==> config.mk <==
export PLATFORM = sky130hd
export DESIGN_NAME = cfg_xlate
export DESIGN_NICKNAME = d
export VERILOG_FILES = /design/src/rtl/cfg_xlate_pkg.sv /design/src/rtl/cfg_sel_regs.sv /design/src/rtl/cfg_phase_enc.sv /design/src/rtl/cfg_access_seq.sv /design/src/rtl/cfg_xlate.sv
export SDC_FILE = /design/constraint.sdc
export NUM_CORES = 1
export LEC_CHECK = 0
export BUFFER_PORTS_ARGS = -buffer_cell sky130_fd_sc_hd__buf_2
export CORE_MARGIN = 2
export CORE_UTILIZATION = 45
export CTS_CLUSTER_DIAMETER = 120
export DETAILED_ROUTE_END_ITERATION = 8
export PLACE_DENSITY = 0.78
export REMOVE_ABC_BUFFERS = 1
export SLEW_MARGIN = 20
export SYNTH_ARGS = -nofsm -noshare
export SYNTH_HDL_FRONTEND = slang
export SYNTH_SLANG_ARGS = --single-unit
==> constraint.sdc <==
create_clock -name clk -period 3.7 [get_ports clk]
set_clock_uncertainty 0.2 [all_clocks]
set_input_delay 0.925 -clock clk [delete_from_list [all_inputs] [get_ports clk]]
set_output_delay 0.925 -clock clk [all_outputs]
set_load 0.03 [all_outputs]
==> src/rtl/cfg_xlate_pkg.sv <==
package cfg_xlate_pkg;
  localparam logic [1:0] SEL_ADDR = 2'b00;
  localparam logic [1:0] SEL_DATA = 2'b01;
  localparam logic [1:0] SEL_STAT = 2'b10;

  localparam logic [3:0] CMD_CFG_RD = 4'b1010;
  localparam logic [3:0] CMD_CFG_WR = 4'b1011;

  localparam int SELR_W = 24;

  typedef enum logic [0:0] {
    ST_IDLE = 1'b0,
    ST_WAIT = 1'b1
  } seq_state_t;
endpackage

==> src/rtl/cfg_sel_regs.sv <==
module cfg_sel_regs
  import cfg_xlate_pkg::*;
#(
  parameter int DATA_W = 32
) (
  input  logic              clk,
  input  logic              rst,
  input  logic              wr_sel_en,
  input  logic              wr_stat_en,
  input  logic [DATA_W-1:0] wdata,
  input  logic              set_mabort,
  output logic [SELR_W-1:0] sel_q,
  output logic              mabort_q
);
  always_ff @(posedge clk) begin
    if (rst) begin
      sel_q    <= '0;
      mabort_q <= 1'b0;
    end else begin
      if (wr_sel_en) sel_q <= wdata[SELR_W-1:0];
      if (set_mabort)
        mabort_q <= 1'b1;
      else if (wr_stat_en && wdata[0])
        mabort_q <= 1'b0;
    end
  end
endmodule

==> src/rtl/cfg_phase_enc.sv <==
module cfg_phase_enc
  import cfg_xlate_pkg::*;
#(
  parameter int IDSEL_BASE = 16,
  parameter int IDSEL_N    = 16
) (
  input  logic [SELR_W-1:0] sel_q,
  output logic [31:0]       phase
);
  localparam int DEV_W = 5;

  logic [7:0]         bus;
  logic [DEV_W-1:0]   dev;
  logic [2:0]         fn;
  logic [5:0]         regi;
  logic               type1;
  logic [IDSEL_N-1:0] idsel;

  assign bus   = sel_q[23:16];
  assign dev   = sel_q[15:11];
  assign fn    = sel_q[10:8];
  assign regi  = sel_q[7:2];
  assign type1 = sel_q[0];

  for (genvar i = 0; i < IDSEL_N; i++) begin : g_idsel
    assign idsel[i] = (dev == DEV_W'(i));
  end

  always_comb begin
    phase = '0;
    if (type1) begin
      phase[23:16] = bus;
      phase[15:11] = dev;
      phase[10:8]  = fn;
      phase[7:2]   = regi;
      phase[1:0]   = 2'b01;
    end else begin
      phase[IDSEL_BASE +: IDSEL_N] = idsel;
      phase[10:8] = fn;
      phase[7:2]  = regi;
      phase[1:0]  = 2'b00;
    end
  end
endmodule

==> src/rtl/cfg_access_seq.sv <==
module cfg_access_seq
  import cfg_xlate_pkg::*;
#(
  parameter int DATA_W = 32,
  parameter int TMO_W  = 16
) (
  input  logic                clk,
  input  logic                rst,
  input  logic                master_en,
  input  logic [TMO_W-1:0]    tmo_cycles,
  input  logic                host_valid,
  input  logic [1:0]          host_sel,
  input  logic                host_wr,
  input  logic [DATA_W-1:0]   host_wdata,
  input  logic [DATA_W/8-1:0] host_be,
  output logic                host_ready,
  output logic [DATA_W-1:0]   host_rdata,
  output logic                host_err,
  input  logic [SELR_W-1:0]   sel_q,
  input  logic                mabort_q,
  input  logic [31:0]         phase,
  output logic                wr_sel_en,
  output logic                wr_stat_en,
  output logic                set_mabort,
  output logic                eng_req,
  output logic [31:0]         eng_addr,
  output logic [3:0]          eng_cmd,
  output logic [DATA_W/8-1:0] eng_be,
  output logic [DATA_W-1:0]   eng_wdata,
  input  logic                eng_done,
  input  logic [DATA_W-1:0]   eng_rdata,
  input  logic                eng_mabort
);
  localparam int CNT_W = TMO_W + 1;

  seq_state_t       state;
  logic [TMO_W-1:0] cnt;
  logic             accept;
  logic             expire;

  assign accept     = (state == ST_IDLE) && host_valid && !host_ready;
  assign wr_sel_en  = accept && host_wr && (host_sel == SEL_ADDR);
  assign wr_stat_en = accept && host_wr && (host_sel == SEL_STAT);
  assign set_mabort = (state == ST_WAIT) && eng_done && eng_mabort;
  assign expire     = (CNT_W'(cnt) + CNT_W'(1)) >= CNT_W'(tmo_cycles);

  always_ff @(posedge clk) begin
    if (rst) begin
      state      <= ST_IDLE;
      cnt        <= '0;
      host_ready <= 1'b0;
      host_rdata <= '0;
      host_err   <= 1'b0;
      eng_req    <= 1'b0;
      eng_addr   <= '0;
      eng_cmd    <= '0;
      eng_be     <= '0;
      eng_wdata  <= '0;
    end else begin
      host_ready <= 1'b0;
      case (state)
        ST_IDLE: begin
          if (accept) begin
            case (host_sel)
              SEL_ADDR: begin
                host_ready <= 1'b1;
                host_err   <= 1'b0;
                host_rdata <= host_wr ? '0 : DATA_W'(sel_q);
              end
              SEL_STAT: begin
                host_ready <= 1'b1;
                host_err   <= 1'b0;
                host_rdata <= host_wr ? '0 : DATA_W'(mabort_q);
              end
              SEL_DATA: begin
                if (master_en) begin
                  eng_req   <= 1'b1;
                  eng_addr  <= phase;
                  eng_cmd   <= host_wr ? CMD_CFG_WR : CMD_CFG_RD;
                  eng_be    <= host_be;
                  eng_wdata <= host_wr ? host_wdata : '0;
                  cnt       <= '0;
                  state     <= ST_WAIT;
                end
              end
              default: begin
                host_ready <= 1'b1;
                host_err   <= 1'b0;
                host_rdata <= '0;
              end
            endcase
          end
        end
        ST_WAIT: begin
          if (eng_done) begin
            eng_req    <= 1'b0;
            host_ready <= 1'b1;
            host_err   <= 1'b0;
            if (eng_cmd == CMD_CFG_RD)
              host_rdata <= eng_mabort ? '1 : eng_rdata;
            else
              host_rdata <= '0;
            state <= ST_IDLE;
          end else if (expire) begin
            eng_req    <= 1'b0;
            host_ready <= 1'b1;
            host_err   <= 1'b1;
            host_rdata <= '1;
            state      <= ST_IDLE;
          end else begin
            cnt <= cnt + TMO_W'(1);
          end
        end
        default: state <= ST_IDLE;
      endcase
    end
  end
endmodule

==> src/rtl/cfg_xlate.sv <==
module cfg_xlate
  import cfg_xlate_pkg::*;
#(
  parameter int DATA_W = 32,
  parameter int TMO_W  = 16
) (
  input  logic                clk,
  input  logic                rst,
  input  logic                master_en,
  input  logic [TMO_W-1:0]    tmo_cycles,
  input  logic                host_valid,
  input  logic [1:0]          host_sel,
  input  logic                host_wr,
  input  logic [DATA_W-1:0]   host_wdata,
  input  logic [DATA_W/8-1:0] host_be,
  output logic                host_ready,
  output logic [DATA_W-1:0]   host_rdata,
  output logic                host_err,
  output logic                eng_req,
  output logic [31:0]         eng_addr,
  output logic [3:0]          eng_cmd,
  output logic [DATA_W/8-1:0] eng_be,
  output logic [DATA_W-1:0]   eng_wdata,
  input  logic                eng_done,
  input  logic [DATA_W-1:0]   eng_rdata,
  input  logic                eng_mabort
);
  logic [SELR_W-1:0] sel_q;
  logic              mabort_q;
  logic [31:0]       phase;
  logic              wr_sel_en;
  logic              wr_stat_en;
  logic              set_mabort;

  cfg_sel_regs #(.DATA_W(DATA_W)) u_regs (
    .clk       (clk),
    .rst       (rst),
    .wr_sel_en (wr_sel_en),
    .wr_stat_en(wr_stat_en),
    .wdata     (host_wdata),
    .set_mabort(set_mabort),
    .sel_q     (sel_q),
    .mabort_q  (mabort_q)
  );

  cfg_phase_enc #(.IDSEL_BASE(16), .IDSEL_N(16)) u_enc (
    .sel_q(sel_q),
    .phase(phase)
  );

  cfg_access_seq #(.DATA_W(DATA_W), .TMO_W(TMO_W)) u_seq (
    .clk       (clk),
    .rst       (rst),
    .master_en (master_en),
    .tmo_cycles(tmo_cycles),
    .host_valid(host_valid),
    .host_sel  (host_sel),
    .host_wr   (host_wr),
    .host_wdata(host_wdata),
    .host_be   (host_be),
    .host_ready(host_ready),
    .host_rdata(host_rdata),
    .host_err  (host_err),
    .sel_q     (sel_q),
    .mabort_q  (mabort_q),
    .phase     (phase),
    .wr_sel_en (wr_sel_en),
    .wr_stat_en(wr_stat_en),
    .set_mabort(set_mabort),
    .eng_req   (eng_req),
    .eng_addr  (eng_addr),
    .eng_cmd   (eng_cmd),
    .eng_be    (eng_be),
    .eng_wdata (eng_wdata),
    .eng_done  (eng_done),
    .eng_rdata (eng_rdata),
    .eng_mabort(eng_mabort)
  );
endmodule

### Word level (Yosys, flattened, before mapping)

Index checks and enable logic that the tools add are counted.

* output and inout bits: 107
* word-level logic and storage cells: 102
* register bits: 149
* input port bits: 93

* mux-type cells: 45
* add/subtract/negate cells: 2
* bitwise logic cells: 1
* reduce and logical (&&, ||, !) cells: 16
* equality and inequality tests: 25
* $lt $le $gt $ge: 1

Operator list (count)
* two-way mux 32 bit: 6
* case mux 32 bit (3 select lines): 1
* two-way mux 16 bit: 5
* case mux 32 bit (2 select lines): 1
* equality test 5 x 4 -> 1 bit (second input constant): 8
* case mux 16 bit (2 select lines): 1
* two-way mux 24 bit: 1
* two-way mux 1 bit: 23
* equality test 5 x 3 -> 1 bit (second input constant): 4
* adder 16 x 1 -> 17 bit (second input constant): 1
* greater-or-equal comparator 17 x 16 -> 1 bit: 1
* adder 16 x 1 -> 16 bit (second input constant): 1
* two-way mux 8 bit: 2
* equality test 5 x 2 -> 1 bit (second input constant): 2
* inequality test 2 bit (second input constant): 5
* logical AND 1 bit: 8
* case mux 1 bit (2 select lines): 4
* AND reduction 4 bit: 2
* equality test 5 x 1 -> 1 bit (second input constant): 1
* zero test 5 bit: 1
* two-way mux 5 bit: 1
* AND reduction 5 bit: 1
* equality test 4 bit (second input constant): 1
* inequality test 3 bit (second input constant): 1
* other kinds (8): 8

### Longest topological paths before layout

Gate-level depths: netlist (run 1).

* depth after elaboration: 8
* gate-level depth with buffers: 15
* depth with buffers taken out: 14

### Cells and area by module

Synthesis (run 1) repeated with hierarchy kept, for this count alone.

* cell total of the unflattened synthesis: 856
* area, all modules: 7005.5 µm²

By module, submodules not included
* cfg_access_seq: cells an instance 728, seq. area each 2442.3 µm², area an instance 5769.3 µm², times used 1
* cfg_sel_regs: cells an instance 82, seq. area each 500.5 µm², area an instance 912.1 µm², times used 1
* cfg_phase_enc: cells an instance 46, seq. area each 0.0 µm², area an instance 324.1 µm², times used 1

### Worst setup path after synthesis (run 1)

No wires, ideal clock.

* path type: register to register
* from: register u_seq.cnt[0]
* to: register u_seq.cnt[14]
* slack: 0.208 ns
* buffers on the path: 0
* setup time: 0.134 ns
* stages on the path, launching flop included: 13
* data required time: 3.366 ns
* arrival time: 3.159 ns
* clock period less this slack: 3.492 ns
* cells stage by stage: dfxtp_1 -> ha_1 -> and4_4 -> nand4_4 -> nor4_1 -> xor2_1 -> ha_1 -> nand3_1 -> nor2_1 -> a31o_2 -> or4b_2 -> o21ai_2 -> o221ai_1

* cells in the longest elaborated chain, start to end: 4
* elaborated cells on any way between the ends: 8
* classes of those cells: add/sub: 2; order compare: 1; eq/ne: 1; mux: 3; reduce/logical: 1

Ends and longest elaborated chain
* from (decl): RTL line cfg_access_seq.sv:37 `logic [TMO_W-1:0] cnt;`
* from (signal assigned): RTL line cfg_access_seq.sv:111 `cnt <= cnt + TMO_W'(1);`
* adder 16 x 1 -> 17 bit or adder 16 x 1 -> 16 bit (tied branches): RTL line cfg_access_seq.sv:45, cfg_access_seq.sv:111
* greater-or-equal comparator 17 x 16 -> 1 bit or two-way mux 16 bit (tied branches): RTL line cfg_access_seq.sv:45, cfg_access_seq.sv:104
* inequality test 2 bit (no line) or two-way mux 16 bit (tied branches)
* AND reduction 5 bit (no line) or case mux 16 bit (2 select lines) (tied branches)

Several ways; a longest one is shown, not always the timed one. The select of a mux whose other input is x is not followed.
A chain may end at the register's enable or synchronous reset.

### Worst setup path after layout (run 1)

Ends and elaborated chain as after synthesis.

==> results of run 1 <==
kinds of logic after synthesis:
| group | share of synthesized area [%] |
|---|---|
| and+or+nand+nor | 23.1 |
| AOI/OAI and AO/OA | 17.4 |
| DFF | 42.4 |
| buffers and inverters | 5.45 |
| muxes | 6.99 |
| adders and majority gates | 3.09 |
| xor gates and xnor gates | 1.40 |
| other | 0.0545 |
sequential cells by signal (all words and copies together), names as in the netlist, 2 cells and up:
register,flops
u_seq.eng_cmd,2
u_seq.eng_wdata,32
u_seq.eng_be,4
u_regs.sel_q,24
u_seq.eng_addr,31
u_seq.host_rdata,32
u_seq.cnt,16
final cells by class:
type / count / area, um^2
well taps: 188 / 235
fillers: 1409 / 6280
clock buffers: 21 / 470
flip-flops and latches: 146 / 2930
repair buffers: 236 / 1320
clock inverters: 11 / 90.1
inverters: 27 / 101
multi-input cells: 604 / 3660
placed cells by master, fill, tap and decap left out, drive strengths merged, types with 2 or more instances in the layout:
cell type / n
clkbuf: 21
nor4b: 2
o221ai: 5
a22oi: 61
a21oi: 48
inv: 33
o21ai: 36
clkinv: 3
clkinvlp: 2
nor3: 16
nand4: 8
nor2b: 27
dfxtp: 146
o211ai: 6
nand2: 123
ha: 17
or2: 2
xor2: 3
a221oi: 6
nor2: 126
nand3: 27
a211oi: 4
and3: 3
mux2i: 14
or3: 3
xnor2: 8
mux2: 24
nand2b: 9
conb: 2
nor4: 5
a32oi: 5
buf: 236
power by group:
part / switching [mW] / leakage, nW / total, mW / internal [mW]
registers: 0.0138 / 1.18 / 1.60 / 1.59
clock network: 0.697 / 0.272 / 1.62 / 0.925
logic: 0.186 / 2.46 / 0.296 / 0.111
stage by stage:
stage / instance area (um^2) / instances / hold slack [ps] / TNS, ps / setup WS [ps]
floorplan: 6620 / 777 / 231 / -14370 / -492
global placement: 8200 / 1200 / 238 / 0 / 174
detailed placement: 8200 / 1200 / 242 / 0 / 100
CTS: 8760 / 1232 / 250 / 0 / 89.3
global route: 8810 / 1233 / 273 / -39.3 / -16.9
finish: 8810 / 1233 / 251 / 0 / 156
worst min-delay path, stage by stage, from the launching register on:
cell,delay [ps]
dfxtp_1,310
nand2_1,50
a21oi_1,50
what timing repair did:
action | 4_1_cts | 5_1_grt
gates resized for setup | 0 | 10
setup endpoints to repair | 0 | 28
setup buffers | 0 | 1
layer usage:
layer / vias to the layer above / global-route usage (%) / share of wire, %
met3: 30 / 6.18 / 6.4
met1: 3113 / 32.2 / 45
met2: 249 / 38.9 / 46
li1: 3286 / - / -
met5: - / 0 / 0
met4: 0 / 7.24 / 1.7
synthesized netlist by cell type, drive strengths merged (2+ instances only):
cell type / n
mux2: 24
nand2: 123
dfxtp: 146
clkbuf: 54
a32oi: 5
nor4: 5
xnor2: 8
or3: 3
inv: 27
mux2i: 14
nor3: 16
a21oi: 48
buf: 11
nand3: 27
nand2b: 9
nor2: 126
nor4b: 2
and3: 3
a22oi: 61
nand4: 8
o221ai: 5
o211ai: 6
a221oi: 6
or2: 2
xor2: 3
nor2b: 27
a211oi: 4
ha: 17
o21ai: 36
worst paths after layout:
kind | to | slack, ps | depth (start not counted)
min reg2reg | u_seq.eng_addr[6] | 250 | 2
max reg2reg | u_seq.cnt[14] | 160 | 14
min | u_seq.eng_addr[6] | 250 | 2
max | u_seq.cnt[14] | 160 | 14
==> impl_metrics.toml, run 1 <==
[drt]
wl_um = 19800
vias = 6678
ant_nets = 0
drtPass1Iterations = 5
wl_per_cell_um = 16.0
viasPerCell = 5.42
drt_iter0_drc = 429
drc = 0

[clocking]
cts_max_level = 4
cts.sinks = 146
insertion_delay_ps = 420
root_buffer = "clkbuf_16"
clockBufferDepth = 2
cts_inserted_buffers = 17
tritoncts = "done"
ctsHoldBuffers = 0
clk_pin_slew_ps = 60

[worst_setup_path]
cp_num_buf_inv = 2
cp_cell_sequence = "ha_1, and4_4, nand4_4, buf_4, nand2b_1, nand2_1, ha_1, nand4_1, nor2_1, a31o_2, or4b_2, o21ai_2, buf_4, o221ai_1"
critPathTopFamily = "simple AND/OR/NAND/NOR gates"
worstReg2RegStart = "u_seq.cnt[0]"
critPathMaxFanout = 5
critPathSlowestCell = "or4b_2"
cp-start-kind = "flip-flop"
end_kind = "flip-flop"
worstSetupPathType = "reg -> reg"
critPathLaunch = "u_seq.cnt[0]"
cpPeakStageDelay_ps = 650
worstPathRequired_ps = 3790
arrival_ps = 3640

[final_layout]
diodes = 0
drive_gt1_share_pct = 30.1
post-route-util_pct = 58.4
area_growth_pct = 27.9
layout.nets = 1142

[die]
rows = 45
core_area_um2 = 15100
die_x_um = 128
die_h_um = 128
pin_count = 200
dieArea_um2 = 16300
start_util_pct = 45.6

[synthesis]
ys.flop_type = "dfxtp_1"
synthTopCellsByArea = "dfxtp_1 (42%), nor2_1 (6.9%), nand2_1 (6.7%)"
synth.top_cell.area_share_pct = 42.4
yosysWarnings = 0
syn_inst = 841
ys_ff_latch = 146
synth_edf_count = 0
ys_async_sr_fraction_pct = 0
synthDistinctLibCells = 53
synth_top_area_cell = "dfxtp_1"
syn_avg_cell_area_um2 = 8.19
ys_seq_area_share_pct = 42.4
syn-cell-area_um2 = 6890

[placed_design]
hpwl_um = 13500
portBuffers = 197
gp_congestion = 0.872

[global_route]
gr-total-overflow = 0
first_global_vias = 6292
globalRouteTotalUtil_pct = 24.2
grt_pass1_wl_um = 31600
grt_max_degree = 84
grt_antenna_before_repair = 0

[outcome]
status = "finished, final reports clean"

[timing]
fmax_mhz = 282
setup_viol = 0
slew_viol_final = 0
max_slew_margin_pct = 38.3
fin_crit_ps = 3540
tightest_slew_ps = 916
finalHoldViolCount = 0
min_period_over_period_pct = 95.8

[run]
drv_cap = 0

[hold_path]
hold_path_startpoint = "u_seq.eng_addr[6]"
hp-class = "reg -> reg"

[power]
finalPower_mw = 3.52
power_density_nw_per_um2 = 400
vdd_ir_drop_max_mv = 0.330
p_leak_nw = 3.91
Power figures use the tool's default switching activity.
==> run 2: changes to the inputs <==
Settings changed: CORE_MARGIN 2 to not set, PLACE_DENSITY 0.78 to 0.77, SYNTH_HIERARCHICAL set to 1.
==> run 2 against run 1 <==
  * Power is 11% higher
  * Hold slack worse by 4.6 ps
  * Register-to-register slack worse by 80 ps
  * Core utilization is 1.1 points higher
  * Combinational power is 37% higher
  * Critical path type unchanged
  * Largest power group unchanged
  * Highest routed layer unchanged
==> impl_metrics.toml, run 2 <==
[clocking]
ctsHoldBuffers = 0
clockBufferDepth = 2
clk_pin_slew_ps = 60
insertion_delay_ps = 420
root_buffer = "clkbuf_16"
cts_max_level = 4
tritoncts = "done"
cts.sinks = 147
cts_inserted_buffers = 17

[placed_design]
portBuffers = 198
post_dp_cell_area_um2 = 8140
gp_congestion = 0.872
hpwl_um = 13600

[final_layout]
layout.nets = 1139
area_growth_pct = 29.0
final_common_cell = "buf_2"
top_regs = "u_seq/eng_addr x32, u_seq/eng_wdata x32, u_seq/host_rdata x32"
drive_gt1_share_pct = 32.1
final_area_um2 = 9040
post-route-util_pct = 59.4
final_cell_mix = "buf_2 (197), dfxtp_1 (144), nand2_1 (119)"
diodes = 0

[synthesis]
syn_avg_cell_area_um2 = 8.18
synth_commonest_cells = "dfxtp_1 (147), nand2_1 (119), a21oi_1 (92), nor2_1 (75), nand3_1 (57)"
ys_seq_area_share_pct = 42.0
syn_inst = 856
syn-cell-area_um2 = 7010
synth.top_cell.area_share_pct = 42.0
ys_ff_latch = 147
synthTopCellsByArea = "dfxtp_1 (42%), a21oi_1 (6.6%), nand2_1 (6.4%)"
yosysWarnings = 6
ys_async_sr_fraction_pct = 0
yosysMostFrequentCell = "dfxtp_1"
synth_top_area_cell = "dfxtp_1"
synth_edf_count = 0
ys.flop_type = "dfxtp_1"
synthDistinctLibCells = 50

[hold_path]
hp-class = "reg -> reg"
min_to = "u_seq/eng_wdata[6]"
holdPathStages = 2
hold_path_startpoint = "u_seq/eng_wdata[6]"

[drt]
viasPerCell = 5.51
drc = 0
drt_iter0_drc = 666
vias = 6767
wl_per_cell_um = 16.7
wl_um = 20500
drtPass1Iterations = 8
ant_nets = 0

[die]
core_area_um2 = 15200
start_util_pct = 46.1
dieArea_um2 = 16100
die_h_um = 127
die_x_um = 127
pin_count = 200
rows = 45

[worst_setup_path]
cp_cell_sequence = "ha_4, nand3_4, or4_4, and2_4, or2_4, ha_4, nand4_1, nor3_1, a221oi_2, a31o_4, buf_6, a222oi_1, a211oi_2"
critPathSlowestCell = "or4_4"
end_kind = "flip-flop"
critPathMaxFanout = 7
worstSetupPathType = "reg -> reg"
ff2ff_setup_slack_ps = 80
worstReg2RegStart = "u_seq/cnt[0]"
cpPeakStageDelay_ps = 550
rr_worst_depth = 13
cp-start-kind = "flip-flop"
arrival_ps = 3710
worstPathRequired_ps = 3790
crit_top_cell = "ha_4"
reg2reg_to = "u_seq/host_rdata[9]"

[timing]
max_slew_margin_pct = 42.3
setup_viol = 0
setup_tns_ps = 0
fmax_mhz = 276
slew_viol_final = 0
tightest_slew_ps = 865
fin_crit_ps = 3620
finalHoldViolCount = 0
min_period_over_period_pct = 97.8
rsz0062_at_grt = "true"

[global_route]
grt_antenna_before_repair = 0
gr-total-overflow = 0
first_global_vias = 6276
grt_pass1_wl_um = 32100
globalRouteTotalUtil_pct = 25.4
grt_max_degree = 61

[power]
p_leak_nw = 3.80
power_density_nw_per_um2 = 434
finalPower_mw = 3.92
vdd_ir_drop_max_mv = 0.336

[run]
drv_cap = 0

[outcome]
status = "finished, final reports clean"
## run 2: cell count changes after synthesis, sizes merged, moves of 23 or more
cell / change
a211oi: +29
a21oi: +44
a222oi: +23
a22oi: -61
mux2: -24
nand3: +31
nor2: -51
## run 2: how the worst max path moves through the flow
stage	from	to	slack [ps]	cells after the start
floorplan	u_seq/cnt[0]	u_seq/host_rdata[18]	-670	12
global placement	u_seq/cnt[0]	u_seq/host_rdata[28]	-20	13
detailed placement	u_seq/cnt[0]	u_seq/host_rdata[6]	-80	13
CTS	u_seq/cnt[0]	u_seq/host_rdata[9]	0.7	14
global route	u_seq/cnt[0]	u_seq/host_rdata[18]	-60	13
finish	u_seq/cnt[0]	u_seq/host_rdata[9]	80	13
## run 2: stage by stage
step           setup WS, ps  hold WS, ps  cells
6_report               80.4          246   1229
5_1_grt               -56.3          267   1229
4_1_cts               0.732          251   1226
3_5_place_dp          -75.6          241   1189
3_3_place_gp          -15.6          235   1189
2_1_floorplan          -672          238    771
## run 2: cell families (layout without fill, tap and decap cells)
kind of cell               Yosys count  after routing  synth area share [%]
adders and majority gates           17             17                  3.04
muxes                               25             25                  3.57
AOI/OAI and AO/OA                  214            214                  20.8
DFF                                147            147                  42.0
xor gates and xnor gates             6              6                 0.750
other                                2              2                 0.107
and+or+nand+nor                    317            317                  21.1
buffers and inverters              128            313                  8.68
## run 2: layout make-up
type / instances / area, um^2
Clock buffer: 21 / 460
Inverter: 43 / 161
Sequential cell: 147 / 2950
Timing Repair Buffer: 239 / 1420
Tap cell: 188 / 235
Multi-Input combinational cell: 581 / 3630
Fill cell: 1377 / 6160
Clock inverter: 10 / 180
## run 2: worst max-delay path: cells and delay by family (launching register included)
| kind | cells | cell delay [ps] |
|---|---|---|
| adder cells (fa/ha/maj) | 2 | 420 |
| buffers and inverters | 1 | 150 |
| AND/OR/NAND/NOR | 6 | 1450 |
| flip-flops | 1 | 360 |
| AO/OA/AOI/OAI | 4 | 890 |
## run 2: where the power goes
group          internal, mW  total (mW)  switching (mW)
clock network          1.22        1.87           0.650
logic                 0.147       0.406           0.259
registers              1.62        1.64          0.0250
## run 2: routing by layer
layer  track usage (%)  vias to the layer above  wire, um
li1                  -                     3321         -
met1              32.7                     3149      8930
met2              42.0                      271      9740
met3              5.99                       26      1520
met4              8.47                        0       330
met5                 0                        -         0
## run 2: timing repair
item | CTS | global route
endpoints found under the hold margin | 0 | 0
endpoints found under the setup margin | 31 | 37
gates cloned | 3 | 0
setup buffers | 3 | 3
resized for setup | 17 | 15
pin swaps | 16 | 39
==> run 3: changes to the inputs <==
Settings changed: CORE_UTILIZATION 45 to 35, PLACE_DENSITY 0.77 to 0.64, RECOVER_POWER set to 100.
==> run 3 against run 2 <==
  * The run now ends with capacitance limit, slew limit left
  * Maximum frequency fell by 0.44%
  * Combinational power down 4.9%
  * Via count decreased by 1.2%
==> impl_metrics.toml, run 3 (synthesis results as in run 2) <==
[placed_design]
placedCellCount = 1261
portBuffers = 198
post_dp_cell_area_um2 = 8200
hpwl_um = 14000
gp_congestion = 0.837

[worst_setup_path]
cp_num_buf_inv = 2
cp_cell_sequence = "ha_4, nand3_2, or4_4, and2_4, or2_4, ha_4, nand4_1, buf_4, nor2_4, o31ai_4, a31o_4, buf_12, a222oi_1, a211oi_2"
worstPathRequired_ps = 3780
worstSetupPathType = "reg -> reg"
crit_top_cell = "ha_4"
critPathTopFamily = "simple AND/OR/NAND/NOR gates"
worstReg2RegStart = "u_seq/cnt[1]"
critPathMaxFanout = 8
cpPeakStageDelay_ps = 530
end_kind = "flip-flop"
critPathSlowestCell = "or4_4"
reg2reg_to = "u_seq/host_rdata[7]"
arrival_ps = 3710
ff2ff_setup_slack_ps = 60
crit_cells = 14
rr_worst_depth = 14
cp-start-kind = "flip-flop"

[timing]
setup_viol = 0
slew_viol_final = 11
max_slew_margin_pct = -3.41
rsz0062_at_grt = "true"
hold_ws_ps = 249
min_period_over_period_pct = 98.3
fin_crit_ps = 3640
tightest_slew_ps = 1550
finalHoldViolCount = 0
fmax_mhz = 275

[global_route]
first_global_vias = 6031
grt_pass1_wl_um = 32600
globalRouteTotalUtil_pct = 20.5
grt_antenna_before_repair = 4
gr-total-overflow = 0
grt_max_degree = 74

[clocking]
insertion_delay_ps = 420
cts.sinks = 147
root_buffer = "clkbuf_16"
tritoncts = "done"
clk_pin_slew_ps = 60
cts_inserted_buffers = 17
ctsHoldBuffers = 0
cts_max_level = 4
clockBufferDepth = 2

[drt]
drt_iter0_drc = 493
viasPerCell = 5.11
drtPass1Iterations = 5
wl_per_cell_um = 16.2
wl_um = 21200
ant_nets = 0
vias = 6688
drc = 0

[power]
p_leak_nw = 3.28
vdd_ir_drop_max_mv = 0.314
combPwrFrac_pct = 10.4
power_density_nw_per_um2 = 421
p_int_mw = 2.77
power.switching_mw = 0.946
p_clk_share_pct = 45.4
seqPwrFrac_pct = 44.2
p_sw_share_pct = 25.4

[final_layout]
final_cell_mix = "dfxtp_1 (145), nand2_1 (119), clkbuf_1 (110)"
drive_gt1_share_pct = 21.1
top_regs = "u_seq/eng_addr x32, u_seq/eng_wdata x32, u_seq/host_rdata x32"
n_fill_cell = 2059
multi_input_area_um2 = 3570
layout.nets = 1137
final_area_um2 = 8830
ff_latch_area_um2 = 2950
final_common_cell = "dfxtp_1"
area_growth_pct = 26.0
fin_cells = 1308

[hold_path]
holdPathStages = 2
hold_path_startpoint = "u_seq/eng_wdata[13]"
min_to = "u_seq/eng_wdata[13]"
hp-class = "reg -> reg"

[outcome]
status = "complete, but fails checks"
violations = "capacitance limit, slew limit"

[run]
drv_cap = 1

[die]
pin_count = 200
die_x_um = 143
core_area_um2 = 19500
start_util_pct = 35.9
rows = 51
dieArea_um2 = 20600
die_h_um = 143
run 3: changes by cell type in the layout (fill, tap and decap cells not counted), sizes merged:
cell and change:
buf -113, clkbuf +111, bufbuf +1, diode +4, bufinv -3, clkinvlp +1
clkinv +1
run 3: final cells by class:
| type | instances | area share [%] |
|---|---|---|
| Multi-Input combinational cell | 581 | 40.5 |
| Clock inverter | 9 | 1.20 |
| Timing Repair Buffer | 237 | 14.0 |
| Sequential cell | 147 | 33.4 |
| Inverter | 43 | 1.83 |
| Tap cell | 265 | 3.76 |
| Antenna cell | 4 | 0.113 |
| Clock buffer | 22 | 5.26 |
run 3: worst max-delay path by stage:
stage,start,to,slack (ps)
finish,u_seq/cnt[1],u_seq/host_rdata[7],60
global placement,u_seq/cnt[0],u_seq/host_rdata[10],-10
global route,u_seq/cnt[0],u_seq/host_rdata[26],-80
CTS,u_seq/cnt[1],u_seq/host_rdata[7],3
floorplan,u_seq/cnt[0],u_seq/host_rdata[18],-670
detailed placement,u_seq/cnt[0],u_seq/host_rdata[2],-100
run 3: routing by layer:
| metal | vias to the layer above | global-route usage [%] | part of all wire (%) |
|---|---|---|---|
| met5 | - | 0 | 0.095 |
| met2 | 196 | 31.2 | 46 |
| met1 | 3141 | 27.6 | 45 |
| met3 | 28 | 6.23 | 7.4 |
| li1 | 3319 | - | - |
| met4 | 4 | 5.99 | 1.2 |
run 3: through the flow:
step,TNS [ps],utilization (%),power (mW),setup slack (ps)
floorplan,-20280,-,1.87,-672
global placement,-11.7,42.0,2.06,-10.7
detailed placement,-1300,42.0,2.07,-96.9
CTS,0,45.5,3.77,3.26
global route,-725,45.2,3.86,-79.1
finish,0,45.2,3.72,64.6
run 3: worst reg2reg max path: cells and delay by family, from the launching register on:
kind / cells / cell delay, ps
flip-flops: 1 / 350
buffers and inverters: 2 / 360
adder cells (fa/ha/maj): 2 / 410
AO/OA/AOI/OAI: 4 / 880
AND/OR/NAND/NOR: 6 / 1290
run 3: power by group through the flow:
stage               Combinational (mW)  Sequential [mW]  Clock [mW]
global route                     0.418             1.65        1.80
detailed placement               0.392             1.68           0
CTS                              0.397             1.64        1.73
global placement                 0.388             1.68           0
floorplan                        0.139             1.73           0
finish                           0.386             1.64        1.69
run 3: timing repair:
| action | 4_1_cts | 5_1_grt |
|---|---|---|
| gates cloned | 1 | 0 |
| pin swaps | 11 | 12 |
| setup buffers | 6 | 5 |
| resized for setup | 10 | 11 |
| setup endpoints to repair | 31 | 49 |
